===== config.mk =====
export PLATFORM = sky130hd
export DESIGN_NAME = rxq_fifo_rts
export DESIGN_NICKNAME = d
export VERILOG_FILES = /design/src/rtl/rxq_pkg.sv /design/src/rtl/rxq_store.sv /design/src/rtl/rxq_flow.sv /design/src/rtl/rxq_ovr.sv /design/src/rtl/rxq_fifo_rts.sv
export SDC_FILE = /design/constraint.sdc
export NUM_CORES = 1
export LEC_CHECK = 0
export BUFFER_PORTS_ARGS = -buffer_cell sky130_fd_sc_hd__clkbuf_2
export CORE_MARGIN = 2
export CORE_UTILIZATION = 45
export CTS_BUF_LIST = sky130_fd_sc_hd__clkbuf_8
export DETAILED_ROUTE_END_ITERATION = 16
export GPL_TIMING_DRIVEN = 0
export SLEW_MARGIN = 0
export SYNTH_ARGS = -nofsm -noshare
export SYNTH_HDL_FRONTEND = slang
export SYNTH_HIERARCHICAL = 1
export SYNTH_SLANG_ARGS = --single-unit

===== constraint.sdc =====
create_clock -name clk -period 3.8 [get_ports clk]
set_input_delay 0.38 -clock clk [delete_from_list [all_inputs] [get_ports clk]]
set_output_delay 0.38 -clock clk [all_outputs]
set_load 0.05 [all_outputs]

===== src/rtl/rxq_pkg.sv =====
package rxq_pkg;

    localparam int RXQ_DW    = 8;
    localparam int RXQ_DEPTH = 16;

    typedef enum logic {
        RTS_PAUSE = 1'b0,
        RTS_SEND  = 1'b1
    } rts_state_e;

    // Per-cycle decision taken by the store from the two strobes
    typedef struct packed {
        logic push;
        logic pop;
        logic drop;
    } rxq_op_t;

    // Free entries at which the request line drops: 0, 2, 4 or 8
    function automatic int stop_slots(input logic [1:0] sel);
        return (sel == 2'b00) ? 0 : (1 << sel);
    endfunction

endpackage


===== src/rtl/rxq_store.sv =====
module rxq_store
    import rxq_pkg::*;
#(
    parameter int DW    = RXQ_DW,
    parameter int DEPTH = RXQ_DEPTH
) (
    input  logic                         clk,
    input  logic                         rst,
    input  logic                         wr_en,
    input  logic [DW-1:0]                wr_data,
    input  logic                         rd_en,
    output logic [DW-1:0]                rd_data,
    output logic [$clog2(DEPTH+1)-1:0]   level,
    output logic [$clog2(DEPTH+1)-1:0]   level_nxt,
    output logic                         drop
);
    localparam int AW = $clog2(DEPTH);
    localparam int CW = $clog2(DEPTH + 1);
    localparam logic [CW-1:0] FULL_CNT = CW'(DEPTH);
    localparam logic [AW-1:0] LAST_IDX = AW'(DEPTH - 1);

    logic [DW-1:0] mem [DEPTH];
    logic [AW-1:0] wr_ptr, rd_ptr;
    rxq_op_t       op;

    function automatic logic [AW-1:0] ptr_step(input logic [AW-1:0] p);
        return (p == LAST_IDX) ? '0 : p + AW'(1);
    endfunction

    always_comb begin
        op.pop    = rd_en && (level != '0);
        op.push   = wr_en && (level != FULL_CNT);
        op.drop   = wr_en && (level == FULL_CNT);
        level_nxt = level + CW'(op.push) - CW'(op.pop);
    end

    assign drop    = op.drop;
    assign rd_data = (level != '0) ? mem[rd_ptr] : '0;

    always_ff @(posedge clk) begin
        if (op.push) begin
            mem[wr_ptr] <= wr_data;
        end
    end

    always_ff @(posedge clk) begin
        if (rst) begin
            wr_ptr <= '0;
            rd_ptr <= '0;
            level  <= '0;
        end else begin
            if (op.push) wr_ptr <= ptr_step(wr_ptr);
            if (op.pop)  rd_ptr <= ptr_step(rd_ptr);
            level <= level_nxt;
        end
    end

endmodule


===== src/rtl/rxq_flow.sv =====
module rxq_flow
    import rxq_pkg::*;
#(
    parameter int DEPTH = RXQ_DEPTH
) (
    input  logic                         clk,
    input  logic                         rst,
    input  logic                         flow_en,
    input  logic [1:0]                   thr_sel,
    input  logic [$clog2(DEPTH+1)-1:0]   level_nxt,
    output logic                         rts
);
    rts_state_e state_q, state_d;
    int         free_nxt;
    int         margin;

    // Decide on the count that will hold after this edge, so the line
    // moves in the same cycle as the level output.
    always_comb begin
        free_nxt = DEPTH - int'(level_nxt);
        margin   = stop_slots(thr_sel);
        state_d  = state_q;
        if (!flow_en) begin
            state_d = RTS_SEND;
        end else if (state_q == RTS_SEND) begin
            if (free_nxt <= margin) state_d = RTS_PAUSE;
        end else begin
            if (free_nxt >= margin + 2) state_d = RTS_SEND;
        end
    end

    always_ff @(posedge clk) begin
        if (rst) state_q <= RTS_SEND;
        else     state_q <= state_d;
    end

    assign rts = (state_q == RTS_SEND);

endmodule


===== src/rtl/rxq_ovr.sv =====
module rxq_ovr (
    input  logic clk,
    input  logic rst,
    input  logic drop,
    input  logic clr,
    output logic flag
);
    always_ff @(posedge clk) begin
        if (rst)       flag <= 1'b0;
        else if (drop) flag <= 1'b1;
        else if (clr)  flag <= 1'b0;
    end
endmodule


===== src/rtl/rxq_fifo_rts.sv =====
module rxq_fifo_rts
    import rxq_pkg::*;
#(
    parameter int DW    = RXQ_DW,
    parameter int DEPTH = RXQ_DEPTH
) (
    input  logic                         clk,
    input  logic                         rst,
    input  logic                         wr_en,
    input  logic [DW-1:0]                wr_data,
    input  logic                         rd_en,
    input  logic                         flow_en,
    input  logic [1:0]                   thr_sel,
    input  logic                         ovr_clr,
    output logic [DW-1:0]                rd_data,
    output logic                         data_avail,
    output logic                         overrun,
    output logic [$clog2(DEPTH+1)-1:0]   level,
    output logic                         rts
);
    localparam int CW = $clog2(DEPTH + 1);

    logic [CW-1:0] level_nxt;
    logic          drop;

    rxq_store #(.DW(DW), .DEPTH(DEPTH)) u_store (
        .clk       (clk),
        .rst       (rst),
        .wr_en     (wr_en),
        .wr_data   (wr_data),
        .rd_en     (rd_en),
        .rd_data   (rd_data),
        .level     (level),
        .level_nxt (level_nxt),
        .drop      (drop)
    );

    rxq_flow #(.DEPTH(DEPTH)) u_flow (
        .clk       (clk),
        .rst       (rst),
        .flow_en   (flow_en),
        .thr_sel   (thr_sel),
        .level_nxt (level_nxt),
        .rts       (rts)
    );

    rxq_ovr u_ovr (
        .clk  (clk),
        .rst  (rst),
        .drop (drop),
        .clr  (ovr_clr),
        .flag (overrun)
    );

    assign data_avail = (level != '0);

endmodule


==> impl.org <==
** Outcome
- Result of the run :: finished, final reports clean

** Flow run
- Across the run, the number of max-cap violations was 0.

** Power and ir drop
- PnR Total Power :: 5.267 mW
- In this run the power density over the cells is 734.0 mW/mm².
- IR analysis of the VDD net gives a maximum drop of 0.6057 mV.
- The analysis attributes to cell leakage a power of 2.454 nW.

** Setup path
- Signal arrival time at the worst endpoint :: 3920 ps
- Critical path required time :: 4140 ps
- Along the worst path, the maximum fanout reaches 4.
- Critical path launch point type :: register
- The critical path is of the reg2reg type.
- STA classifies the critical path endpoint as a register.

** Cells and area
- Register Area :: 0.004227 mm²
- Fill cell count :: 1,156
- Excluding fillers, the count of instances in the completed layout stands at 617.
- In the final layout, the multi-input gates occupy 0.001924 mm².
- At the end of the flow, the number of nets in the layout was 461.
- From synthesis to final layout, the design area changed by 14.59%.
- Layout cell share with drive strength beyond 1 :: 25.63%
- Inserted Diodes :: 0

** Floorplanning
- Vertical extent of the die :: 122.0 µm
- Chip Width :: 122.0 µm
- Effective utilization at floorplan :: 45.65%
- Full die area :: 0.01488 mm²
- The floorplan has 43 rows.
- 32 I/O pins were placed.
- Core footprint :: 0.01372 mm²

** STA
- Fin crit period :: 3583 ps
- The final hold violation count is 0.
- On the final layout, the worst clock skew is 9.373 ps.
- RSZ-0062 raised after global routing :: no
- Worst-case setup margin in the final layout :: 216.9 ps
- F_max :: 0.2791 GHz
- Setup violations remaining at the end of the flow were counted as 0.
- Final period util :: 94.29%
- Fin Hold WS :: 203.3 ps
- Total negative setup slack :: 0 ps
- Max-slew violations :: 0
- Worst relative slew slack :: 32.49%
- For the pin with the worst max-slew slack, the measured transition is 1009 ps.

** Synthesis
- Mapped Nets :: 407
- Synthesis produced a netlist whose cell count is 370.
- Number of distinct standard cells referenced by the synthesized netlist :: 43
- Number of synthesized flops with an enable pin :: 128
- After synthesis the netlist holds a flip-flop and latch count of 147.
- Asr flop ratio synth :: 0%
- Of the synthesized area, sequential elements account for 67.45%.
- In the synthesized netlist the dominant register cell turns out to be edfxtp_1.
- Yosys warning count :: 6
- Averaged over all synthesized cells, the footprint is 16.93 µm².
- The mapped netlist covers 0.006262 mm².

** Clock network
- No sink is reached through more buffers than the 2 on the longest clock path.
- Clk Latency, worst-skew pair :: 450 ps
- TritonCTS created 17 clock buffers.
- Clock-pin slew was measured on the worst setup and hold paths at 80 ps.
- CTS tree :: yes
- Clock tree root driver cell :: clkbuf_8
- For this design, the sink count on the clock tree is 147.
- Maximum level of the CTS H-tree :: 4
- Hold buffers post-CTS :: 0

** Route
- The final layout contains routed wiring with a total length of 11,810 µm.
- Number of DRC violations after detailed routing :: 0
- Initial detailed-routing violation count :: 253
- Vias per std cell :: 5.306
- In this run the remaining antenna-violating nets after routing total 0.
- Routed WL per cell :: 19.13 µm
- Number of vias in the routed layout :: 3,274
- Initial DRT Pass Iterations :: 4

** Place
- After detailed placement, the design holds a cell count of 581.
- Post-detailed-placement half-perimeter wirelength :: 7813 µm
- Placer Congestion :: 0.7820
- Before CTS, the worst setup slack after placement is -128.1 ps.
- Port buffering added 31 buffers.

** GRT
- Via count of the first global-routing pass :: 3,325
- Global routing used 17.26% of the available tracks across all layers.
- Entering global routing, the biggest net connects 17 pins.
- First-pass GRT wire length :: 18,260 µm
- Summed over all layers, the global routing overflow is 0.
- Antenna violations before repair :: 0

** Hold path
- Path category of the worst min-delay check :: in2reg
-- per-stage QoR --
step                      utilization (%)  area (µm²)
after floorplan                         -        6262
after global placement              48.42        6643
after detailed placement            48.49        6653
after CTS                           51.75        7099
after global routing                52.30        7176
final                               52.30        7176
-- state kept, by name (all words and copies together), names as in the netlist, named ones only --
name	cells
u_store/mem	128
u_flow/rts	1
u_store/rd_ptr	4
u_store/wr_ptr	4
u_store/level	5
u_ovr/flag	1
-- layout by cell type (no fill, tap or decap), types with 15 or more instances in the layout --
cell type	n
nand2_1	17
nor2b_1	15
clkbuf_8	17
a211oi_1	16
ha_1	20
inv_1	18
edfxtp_1	128
mux4_2	23
dfxtp_1	17
nor2_1	19
clkbuf_2	31
-- timing repair --
action | CTS | global route
resized for setup | 3 | 9
cloned | 0 | 0
setup buffers | 0 | 4
pin swaps | 0 | 1
endpoints found under the setup margin | 1 | 1
-- synth_stat cells (3+ instances only) --
cell type  number  area [µm²]
nand3_1         5       25.02
nand2b_1        5       31.28
inv_1          16       60.06
nand2_1        18       67.56
nor3_1          8       40.04
xor2_1          5       43.79
nor2_1         19       71.32
clkbuf_1        4       15.01
buf_2           6       30.03
nor2b_1        16       100.1
mux2i_1         8       80.08
a211oi_1       16       120.1
dfxtp_1        19       380.4
edfxtp_1      128        3844
mux4_1          9       236.5
mux4_2         23       518.0
xnor2_1         4       35.03
buf_4           3       22.52
ha_1           20       250.2
a21oi_1        11       55.05
-- final cells by class --
type	count	area share, %
inverters	16	0.8370
repair buffers	36	2.685
clock inverters	15	2.738
plain buffers	17	1.622
flip-flops and latches	147	58.90
multi-input cells	189	26.82
well taps	180	3.139
clock buffers	17	3.261
-- critical path, cell delays in order, from the launching register on --
cell      delay [ps]
dfxtp_2          350
inv_1             60
ha_1             210
nor4b_4          140
buf_4            140
nand2b_1         190
nand2_1           90
nand2_1           60
ha_1             210
fa_2             580
inv_1             60
ha_1             200
nor3b_2          160
xor2_1           220
ha_1             280
and4b_1          200
nor4_2           240
o21ai_1           80
-- where the power goes --
part	leakage (nW)	internal, mW	switching (mW)
Combinational	0.916	0.826	1.24
Clock	0.226	0.764	0.542
Sequential	1.31	1.84	0.0594
-- logic make-up (layout without fill, tap and decap cells) --
group	Yosys count	after routing	share of synthesized area (%)
compound gates	40	40	4.316
xor+xnor	9	9	1.259
fa+ha+maj	21	21	4.316
buf+inv	34	101	2.837
flops	147	147	67.45
mux	40	40	13.33
simple gates	79	79	6.494
-- final timing paths --
check | from | endpoint | slack (ps) | depth (start not counted)
setup / recovery | u_store/level[2] | u_flow/rts | 220 | 17
hold / removal | ovr_clr | u_ovr/flag | 200 | 3
setup reg to reg | u_store/level[2] | u_flow/rts | 220 | 17
hold reg to reg | u_ovr/flag | u_ovr/flag | 500 | 2
-- per-layer routing --
| layer | vias to the layer above | global-route usage [%] | routed length (µm) |
|---|---|---|---|
| met5 | - | 0 | 0 |
| met4 | 0 | 7.112 | 215 |
| met3 | 17 | 4.213 | 488 |
| met2 | 58 | 27.83 | 5960 |
| met1 | 1653 | 22.55 | 5140 |
| li1 | 1546 | - | - |
Note: power is estimated with default switching activity, not from simulation.
